<file path="src/rtl/tbs_pkg.sv">
package tbs_pkg;

    localparam int STAT_W   = 64;
    localparam int CMD_W    = 4;
    localparam int CODE_W   = 4;
    localparam int CUR_LSB  = 28;
    localparam int LAST_LSB = CUR_LSB - CODE_W;

    localparam int B_LOAD  = 0;
    localparam int B_MOVE  = 1;
    localparam int B_CLR   = 2;
    localparam int B_FWERR = 3;
    localparam int B_SYNC  = 4;
    localparam int B_VALID = 5;
    localparam int B_READY = 6;

    typedef enum logic [CODE_W-1:0] {
        ST_RESET  = 4'd0,
        ST_SEND   = 4'd1,
        ST_NOTSET = 4'd2,
        ST_SYNCW  = 4'd6,
        ST_GETTOD = 4'd7,
        ST_RUN    = 4'd8,
        ST_ERR    = 4'd9
    } tb_state_e;

    typedef struct packed {
        logic load;
        logic move;
        logic clr;
        logic ack;
    } wr_cmd_t;

    typedef struct packed {
        logic ld;
        logic mv;
        logic fw;
        logic rdy;
        logic xf;
    } ctl_flags_t;

    function automatic logic code_is_legal(input logic [CODE_W-1:0] c);
        return (c == ST_RESET) || (c == ST_SEND) || (c == ST_NOTSET) ||
               (c == ST_SYNCW) || (c == ST_GETTOD) || (c == ST_RUN) ||
               (c == ST_ERR);
    endfunction

endpackage

</file>
<file path="src/rtl/tbs_cmd_decode.sv">
module tbs_cmd_decode
    import tbs_pkg::*;
(
    input  logic             wr_en,
    input  logic [CMD_W-1:0] wr_cmd,
    output wr_cmd_t          cmd
);
    always_comb begin
        cmd.load = wr_en & wr_cmd[B_LOAD];
        cmd.move = wr_en & wr_cmd[B_MOVE];
        cmd.clr  = wr_en & wr_cmd[B_CLR];
        cmd.ack  = wr_en & wr_cmd[B_FWERR];
    end
endmodule

</file>
<file path="src/rtl/tbs_sync_flag.sv">
module tbs_sync_flag #(
    parameter int SYNC_DLY = 2
) (
    input  logic clk,
    input  logic rst,
    input  logic wr_en,
    output logic sync_o
);
    localparam int CW = (SYNC_DLY < 1) ? 1 : $clog2(SYNC_DLY + 1);
    localparam logic [CW-1:0] RELOAD = CW'(SYNC_DLY);

    logic [CW-1:0] cnt_q;

    always_ff @(posedge clk) begin
        if (rst) begin
            cnt_q  <= RELOAD;
            sync_o <= 1'b0;
        end else if (wr_en) begin
            cnt_q  <= RELOAD;
            sync_o <= 1'b0;
        end else if (cnt_q != '0) begin
            cnt_q <= cnt_q - 1'b1;
        end else begin
            sync_o <= 1'b1;
        end
    end

    p_sync_clr_r10: assert property (@(posedge clk) disable iff (rst)
        wr_en |=> !sync_o);

    p_sync_set_r10: assert property (@(posedge clk) disable iff (rst)
        (!wr_en && cnt_q == '0) |=> sync_o);
endmodule

</file>
<file path="src/rtl/tbs_fsm.sv">
module tbs_fsm
    import tbs_pkg::*;
(
    input  logic      clk,
    input  logic      rst,
    input  logic      wr_en,
    input  wr_cmd_t   cmd,
    input  logic      sync_pulse,
    input  logic      tod_xfer,
    input  logic      tbu_wr,
    input  logic      tbl_wr,
    output tb_state_e cur_q,
    output tb_state_e last_q,
    output ctl_flags_t flg_q,
    output logic      valid_q
);
    tb_state_e  nxt;
    ctl_flags_t fn;

    always_comb begin
        nxt = cur_q;
        fn  = flg_q;
        if (flg_q.rdy && tod_xfer) fn.xf = 1'b1;
        if (wr_en) begin
            if (cmd.ack) fn.fw = 1'b0;
            if (cmd.load && cmd.move) begin
                nxt    = ST_ERR;
                fn.ld  = 1'b1;
                fn.mv  = 1'b1;
                fn.fw  = 1'b1;
                fn.rdy = 1'b0;
                fn.xf  = 1'b0;
            end else if (cmd.clr) begin
                nxt = ST_RESET;
                fn  = '0;
            end else if (cur_q == ST_ERR) begin
                if (cmd.load || cmd.move) fn.fw = 1'b1;
            end else if (cmd.load) begin
                fn.ld  = 1'b1;
                fn.mv  = 1'b0;
                fn.rdy = 1'b0;
                fn.xf  = 1'b0;
                if (cur_q == ST_GETTOD) begin
                    nxt   = ST_ERR;
                    fn.fw = 1'b1;
                end else begin
                    nxt = ST_SEND;
                end
            end else if (cmd.move) begin
                fn.mv = 1'b1;
                fn.ld = 1'b0;
                if (cur_q == ST_NOTSET) begin
                    nxt    = ST_SYNCW;
                    fn.rdy = 1'b1;
                end else begin
                    nxt    = ST_ERR;
                    fn.fw  = 1'b1;
                    fn.rdy = 1'b0;
                    fn.xf  = 1'b0;
                end
            end
        end else begin
            unique case (cur_q)
                ST_SEND: begin
                    nxt   = ST_NOTSET;
                    fn.ld = 1'b0;
                end
                ST_SYNCW: begin
                    if (sync_pulse) nxt = ST_GETTOD;
                end
                ST_GETTOD: begin
                    if (flg_q.xf || tod_xfer) begin
                        nxt    = ST_RUN;
                        fn.mv  = 1'b0;
                        fn.rdy = 1'b0;
                        fn.xf  = 1'b0;
                    end
                end
                ST_RUN: begin
                    if (tbl_wr) nxt = ST_ERR;
                end
                default: ;
            endcase
        end
    end

    always_ff @(posedge clk) begin
        if (rst) begin
            cur_q   <= ST_RESET;
            last_q  <= ST_RESET;
            flg_q   <= '0;
            valid_q <= 1'b0;
        end else begin
            if (nxt != cur_q) last_q <= cur_q;
            cur_q   <= nxt;
            flg_q   <= fn;
            valid_q <= (nxt == ST_RUN);
        end
    end

    p_legal_code_r1: assert property (@(posedge clk) disable iff (rst)
        code_is_legal(cur_q));

    p_valid_run_r9: assert property (@(posedge clk) disable iff (rst)
        valid_q == (cur_q == ST_RUN));

    p_last_copy_r9: assert property (@(posedge clk) disable iff (rst)
        (nxt != cur_q) |=> (last_q == $past(cur_q)));

    p_both_err_r6: assert property (@(posedge clk) disable iff (rst)
        (wr_en && cmd.load && cmd.move) |=> (cur_q == ST_ERR && flg_q.fw));

    p_clear_r8: assert property (@(posedge clk) disable iff (rst)
        (wr_en && cmd.clr && !(cmd.load && cmd.move)) |=>
        (cur_q == ST_RESET && !flg_q.ld && !flg_q.mv && !flg_q.fw && !flg_q.rdy));

    p_err_sticky_r11: assert property (@(posedge clk) disable iff (rst)
        (cur_q == ST_ERR && !(wr_en && cmd.clr)) |=> (cur_q == ST_ERR));

    p_send_auto_r2: assert property (@(posedge clk) disable iff (rst)
        (cur_q == ST_SEND && !wr_en) |=> (cur_q == ST_NOTSET));
endmodule

</file>
<file path="src/rtl/tbsync_ctrl.sv">
module tbsync_ctrl
    import tbs_pkg::*;
#(
    parameter int SYNC_DLY = 2
) (
    input  logic              clk,
    input  logic              rst,
    input  logic              wr_en_i,
    input  logic [CMD_W-1:0]  wr_cmd_i,
    input  logic              sync_pulse_i,
    input  logic              tod_xfer_i,
    input  logic              tbu_wr_i,
    input  logic              tbl_wr_i,
    output logic [STAT_W-1:0] stat_o,
    output logic              tod_ready_o,
    output logic              tb_valid_o
);
    wr_cmd_t    cmd;
    tb_state_e  cur, last;
    ctl_flags_t flg;
    logic       valid, sync_seen;

    tbs_cmd_decode u_dec (
        .wr_en  (wr_en_i),
        .wr_cmd (wr_cmd_i),
        .cmd    (cmd)
    );

    tbs_fsm u_fsm (
        .clk        (clk),
        .rst        (rst),
        .wr_en      (wr_en_i),
        .cmd        (cmd),
        .sync_pulse (sync_pulse_i),
        .tod_xfer   (tod_xfer_i),
        .tbu_wr     (tbu_wr_i),
        .tbl_wr     (tbl_wr_i),
        .cur_q      (cur),
        .last_q     (last),
        .flg_q      (flg),
        .valid_q    (valid)
    );

    tbs_sync_flag #(.SYNC_DLY(SYNC_DLY)) u_sync (
        .clk    (clk),
        .rst    (rst),
        .wr_en  (wr_en_i),
        .sync_o (sync_seen)
    );

    always_comb begin
        stat_o = '0;
        stat_o[B_LOAD]  = flg.ld;
        stat_o[B_MOVE]  = flg.mv;
        stat_o[B_FWERR] = flg.fw;
        stat_o[B_SYNC]  = sync_seen;
        stat_o[B_VALID] = valid;
        stat_o[B_READY] = flg.rdy;
        stat_o[CUR_LSB +: CODE_W]  = cur;
        stat_o[LAST_LSB +: CODE_W] = last;
    end

    assign tod_ready_o = flg.rdy;
    assign tb_valid_o  = valid;

    p_ready_state_r3: assert property (@(posedge clk) disable iff (rst)
        tod_ready_o |-> (stat_o[CUR_LSB +: CODE_W] == ST_SYNCW ||
                         stat_o[CUR_LSB +: CODE_W] == ST_GETTOD));
endmodule

</file>
<file path="config.mk">
export PLATFORM = sky130hd
export DESIGN_NAME = tbsync_ctrl
export DESIGN_NICKNAME = d
export VERILOG_FILES = /design/src/rtl/tbs_pkg.sv /design/src/rtl/tbs_cmd_decode.sv /design/src/rtl/tbs_sync_flag.sv /design/src/rtl/tbs_fsm.sv /design/src/rtl/tbsync_ctrl.sv
export SDC_FILE = /design/constraint.sdc
export NUM_CORES = 1
export LEC_CHECK = 0
export BUFFER_PORTS_ARGS = -buffer_cell sky130_fd_sc_hd__buf_2
export CAP_MARGIN = 20
export CORE_ASPECT_RATIO = 1.1
export CORE_UTILIZATION = 35
export CTS_BUF_LIST = sky130_fd_sc_hd__clkbuf_8
export CTS_CLUSTER_DIAMETER = 60
export DETAILED_ROUTE_END_ITERATION = 7
export HOLD_SLACK_MARGIN = 0.08
export PLACE_DENSITY_LB_ADDON = 0.25
export RECOVER_POWER = 25
export SYNTH_ARGS = -nofsm -noshare
export SYNTH_HDL_FRONTEND = slang
export SYNTH_SLANG_ARGS = --single-unit
</file>
<file path="constraint.sdc">
create_clock -name clk -period 2 [get_ports clk]
set_input_delay 0.3 -clock clk [delete_from_list [all_inputs] [get_ports clk]]
set_output_delay 0.3 -clock clk [all_outputs]
set_load 0.01 [all_outputs]
</file>
After elaboration in Yosys (flattened, before gate mapping)
Cells that the tools add are included.
{ "classes": {"n_addsub": 1, "n_mul": 0, "n_div": 0, "n_lt_le_gt_ge": 0, "n_eq_ne": 10, "n_shift": 0, "muxes": 33, "n_bitwise": 4, "reduce_logical": 11} }
{ "ops": {"columns": ["operator", "n"], "rows": [
  ["4-bit 2-to-1 mux", 11],
  ["5-bit 2-to-1 mux", 4],
  ["4-bit case mux with 4 select lines", 1],
  ["4-bit equality test, second input constant", 3],
  ["2-bit 2-to-1 mux", 6],
  ["1-bit 2-to-1 mux", 11],
  ["4-bit by 3-bit equality test with 1-bit output, second input constant", 2],
  ["2-bit nonzero test", 4],
  ["5-bit by 1-bit != test with 1-bit output, second input constant", 1],
  ["1-bit AND", 4],
  ["4-bit by 1-bit equality test with 1-bit output, second input constant", 1],
  ["4-bit by 2-bit equality test with 1-bit output, second input constant", 1],
  ["4-bit by 3-bit != test with 1-bit output, second input constant", 1],
  ["4-bit != test", 1],
  ["4-bit AND reduction", 1],
  ["3-bit AND reduction", 1],
  ["1-bit logical AND", 2],
  ["1-bit logical OR", 2],
  ["2-bit OR reduction", 1],
  ["2-bit by 1-bit subtractor with 2-bit output, second input constant", 1]
]} }
{ "word_totals": {"ff_bits": 17, "latchBits": 0, "ram_bits": 0, "romBits": 0, "inputBits": 11, "memories": 0} }

Longest topological paths before layout
{ "logic_depth": {"word_depth": 9, "mapped_depth": 7, "ltp_nobuf": 6} }

Cells and area by module
A second synthesis with hierarchy kept.
{ "unflattened": {"hier_cells": 211, "hier_area_um2": 1692.9} }
{ "by_module_without_submodules": {"columns": ["mod", "n_inst", "cells_each", "area_per_inst_um2"], "rows": [
  ["tbs_fsm", 1, 140, 1133.6],
  ["tbsync_ctrl", 1, 54, 401.6],
  ["tbs_sync_flag", 1, 13, 132.6],
  ["tbs_cmd_decode", 1, 4, 25.0]
]} }

Least setup slack after synthesis
OpenSTA, ideal clock, no wires.
{ "synth_path": {"kind": "flip-flop to flip-flop", "from": "register u_fsm.cur_q[3]", "to": "register u_fsm.last_q[1]", "setup_ns": 0.072, "t_arrival_ns": 1.860, "path_slack_ns": 0.069, "path_stages_with_launch": 7, "path_buffers": 0, "period_less_slack_ns": 1.931, "path_cell_list": "dfxtp_1 and4b_4 a211o_1 o2bb2ai_1 a211o_1 a221oi_4 mux2i_1"} }
{ "synth_between": {"elab_chain_cells": 9, "elab_cells_between_ends": 19, "cone_classes": "7 x eq/ne; 12 x mux"} }
{ "synth_lines": {"columns": ["item", "line", "text"], "rows": [
  ["start: declaration", "tbs_fsm.sv:12", "output tb_state_e cur_q,"],
  ["start signal: assignment", "tbs_fsm.sv:95", "cur_q <= nxt;"],
  ["4-bit by 2-bit equality test with 1-bit output", "tbs_fsm.sv:52", "if (cur_q == ST_NOTSET) begin"],
  ["4-bit 2-to-1 mux", "tbs_fsm.sv:52", null],
  ["4-bit 2-to-1 mux", "tbs_fsm.sv:49", "end else if (cmd.move) begin"],
  ["4-bit 2-to-1 mux", "tbs_fsm.sv:38", "end else if (cmd.load) begin"],
  ["4-bit 2-to-1 mux", "tbs_fsm.sv:36", "end else if (cur_q == ST_ERR) begin"],
  ["4-bit 2-to-1 mux", "tbs_fsm.sv:33", "end else if (cmd.clr) begin"],
  ["4-bit 2-to-1 mux", "tbs_fsm.sv:26", "if (cmd.load && cmd.move) begin"],
  ["4-bit 2-to-1 mux", "tbs_fsm.sv:24", "if (wr_en) begin"],
  ["4-bit != test (*)", "tbs_fsm.sv:94", "if (nxt != cur_q) last_q <= cur_q;"],
  ["end signal: assignment", "tbs_fsm.sv:94", null],
  ["end: declaration", "tbs_fsm.sv:13", "output tb_state_e last_q,"]
]} }
Mark *: on every way between the ends. The rest lies on a longest branch, timed or not.
A chain may end at the register's enable or synchronous reset.

Worst setup path after layout
{ "layout_path": {"from": "register u_fsm.cur_q[2]", "to": "register u_fsm.last_q[1]"} }
The elaborated chain is that of the path after synthesis.

==> out/qor.yml <==
ys_seq_elements: 17
fin_total_pwr_uw: 956
syn_inst: 206
p_leak_uw: 0.000889
core_area_um2: 4290
start_kind: "register"
clk_pin_slew_worst_paths_ns: 0.07
ys_warn_count: 0
max_freq_ghz: 0.494
grt_util_met1_pct: 19.1
met3_usage_pct: 3.93
synth-simple-area-share_pct: 21.0
rsz0062_at_grt: "yes"
cts_tree: "yes"
worst_ir_drop_vdd_mv: 0.293
diodes: 0
areaGrowthSynthToFinish_pct: 17.1
worst_clock_skew_ns: 0.000934
synthAdderAreaFrac_pct: 0.798
cts-buffers-inserted: 3
crit_type: "register to register"
grt_max_degree: 21
failed_checks: "setup timing"
fill_cells: 450
slowest_delay_ns: 0.37
cp.arrival_ns: 2.21
h-tree-depth: 1
grt_pass1_vias: 1115
post-dp-hpwl_um: 2500
synthesis.area_um2: 1570
die_x_um: 65.8
holdCritPathClass: "primary input to register"
worstPathCellList: "buf_6 > or3b_4 > a21oi_2 > o21ai_2 > a211o_1 > a221oi_4 > mux2i_1"
via_per_inst: 4.47
drt_iter0_drc: 50
synth_area_leaders: "buf_4, dfxtp_1, nor2_1"
cts_hold_buf: 0
cp.required_ns: 2.19
remaining_drc_errors: 0
clk_latency_ns: 0.26
place_congestion: 0.916
ys.flop_type: "dfxtp_1"
grt_overflow_total: 0
slew_violations: 0
slowest_stage: "or3b_4"
min_period_ns: 2.02
port_buffers: 25
use_met2_pct: 22.4
clock_path_buffers: 2
first_pass_iters: 4
ant_nets: 0
cts_sinks: 17
critical_path.top_delay_family: "compound AO/OA/AOI/OAI gates"
antenna_found_initial: 0
placementRows: 25
synth_edf_count: 0
synth_top_area_share_pct: 26.8
synth_seq_area_share_pct: 21.7
initial_core_util_pct: 36.6
p_per_area_nw_per_um2: 521
finalNonFillerCells: 303
grtUsageTotal_pct: 14.5
status: "finished, violations left"
post_synth_mux_area_share_pct: 3.19
design.die.area_um2: 4750
cp.buffers_inverters: 1
synth-xor-area-share_pct: 1.12
path_max_fanout: 4
die_y_um: 72.2
max_cap_violations: 0
layout-drive-gt1-share_pct: 29.7
routed_wl_um: 3420
ys_types: 50
syn_avg_cell_area_um2: 7.61
io_pins: 77
crit_path_end_kind: "register"
synthArstFlopShare_pct: 0
wl_per_cell_um: 11.3
grt_first_pass_wirelength_um: 5240
setup_viol: 4
synth_compound_area_share_pct: 20.4
synth.largest_area_cell: "buf_4"
dp.cells: 294
synth_top_family_by_area: "buffers and inverters"
cts-root-buf: "clkbuf_8"
report.final.hold_viol_count: 0
fin_setup_tns_ns: -0.0677
finalWorstSetupSlack_ns: -0.0249
busiest_layer: "met2"
num_vias: 1354
fin_crit_sh_pct: 101
nets: 262
[stage by stage]
| step | setup slack, ns | utilization [%] | hold slack [ns] | instance area (µm²) |
|---|---|---|---|---|
| detailed placement | -0.108 | 39.3 | 0.466 | 1680 |
| CTS | -0.00708 | 41.5 | 0.415 | 1780 |
| global route | -0.123 | 42.8 | 0.431 | 1840 |
| global placement | -0.115 | 39.3 | 0.463 | 1680 |
| floorplan | 0.0685 | - | 0.454 | 1750 |
| finish | -0.0249 | 42.8 | 0.418 | 1840 |
[report_power, final]
group	switching [µW]	internal, µW	total (µW)
Combinational	186	138	324
Clock	123	137	260
Sequential	16.2	355	371
Total	326	630	956
[path summary, 6_finish.rpt]
path                                                endpoint  slack (ns)                         start  cells after the start
worst max-delay path            u_fsm.last_q[1]$_SDFFE_PP0P_       -0.02     u_fsm.cur_q[2]$_SDFF_PP0_                      7
worst min-delay path             u_fsm.flg_q[2]$_SDFFE_PP0P_        0.42                   wr_cmd_i[3]                      4
worst max register to register  u_fsm.last_q[1]$_SDFFE_PP0P_       -0.02     u_fsm.cur_q[2]$_SDFF_PP0_                      7
worst min register to register  u_fsm.last_q[0]$_SDFFE_PP0P_        0.47  u_fsm.last_q[0]$_SDFFE_PP0P_                      2
[kinds of logic after synthesis]
family | after synthesis
AOI/OAI and AO/OA | 45
xor gates and xnor gates | 2
adders and majority gates | 1
buffers and inverters | 75
DFF | 17
muxes | 5
other | 1
and+or+nand+nor | 60
[synth_stat cells (2+ instances only)]
master    number
a211o_1        2
a211oi_1       2
a21oi_1        8
a311oi_1       2
a31oi_1        4
and2_1         2
buf_2          2
buf_4         56
clkbuf_1       8
dfxtp_1       17
inv_1          8
mux2i_1        5
nand2_1        6
nand2b_1       9
nand3b_1       2
nand4_1        2
nor2_1        17
nor2b_1        3
nor3_1         6
o21ai_0       11
o21ai_1        2
or2_2          2
or3_1          2
xor2_1         2
[layout make-up]
cell class	count	area (µm²)	share of cell area [%]
repair buffers	57	368	20.0
inverters	8	30.0	1.64
clock inverters	1	3.75	0.204
flip-flops and latches	17	350	19.1
multi-input cells	163	975	53.1
well taps	54	67.6	3.68
clock buffers	3	41.3	2.25
[flip-flops by register name (all words and copies together), names as in the netlist]
register / flops
u_fsm.flg_q: 5
u_sync.sync_o: 1
u_sync.cnt_q: 2
u_fsm.valid_q: 1
u_fsm.last_q: 4
u_fsm.cur_q: 4
[layout by cell type (no fill, tap or decap), types with 2 or more instances in the layout]
cell / count
o21ai_2: 2
dfxtp_4: 2
xor2_1: 2
nor3_1: 6
nand2b_1: 8
buf_2: 21
nand3b_1: 2
o21ai_1: 3
nand4_1: 2
a21oi_1: 7
mux2i_1: 5
or3_1: 2
nand2_1: 6
buf_6: 2
nor2b_1: 3
nor2_1: 17
inv_1: 9
clkbuf_8: 3
conb_1: 50
a211oi_1: 2
buf_4: 30
or2_2: 2
o21ai_0: 8
a31oi_1: 4
a211o_1: 2
dfxtp_1: 13
clkbuf_1: 4
dfxtp_2: 2
[repair_timing]
item                       4_1_cts  5_1_grt
setup endpoints to repair        5        6
gates resized for setup         13       11
setup buffers                    2        3
pin swaps                        5        6
[worst register-to-register path, cell delays in order, from the launching register on]
cell and delay (ns):
dfxtp_4 0.36, buf_6 0.12, or3b_4 0.37, a21oi_2 0.17, o21ai_2 0.08, a211o_1 0.35, a221oi_4 0.30, mux2i_1 0.22
[metal layers]
layer  vias up  wire length (µm)
li1        691                 -
met5         -                 0
met4         0                55
met1       601              1540
met2        55              1600
met3         7               220
No activity file was read; power rests on OpenSTA's default activity.
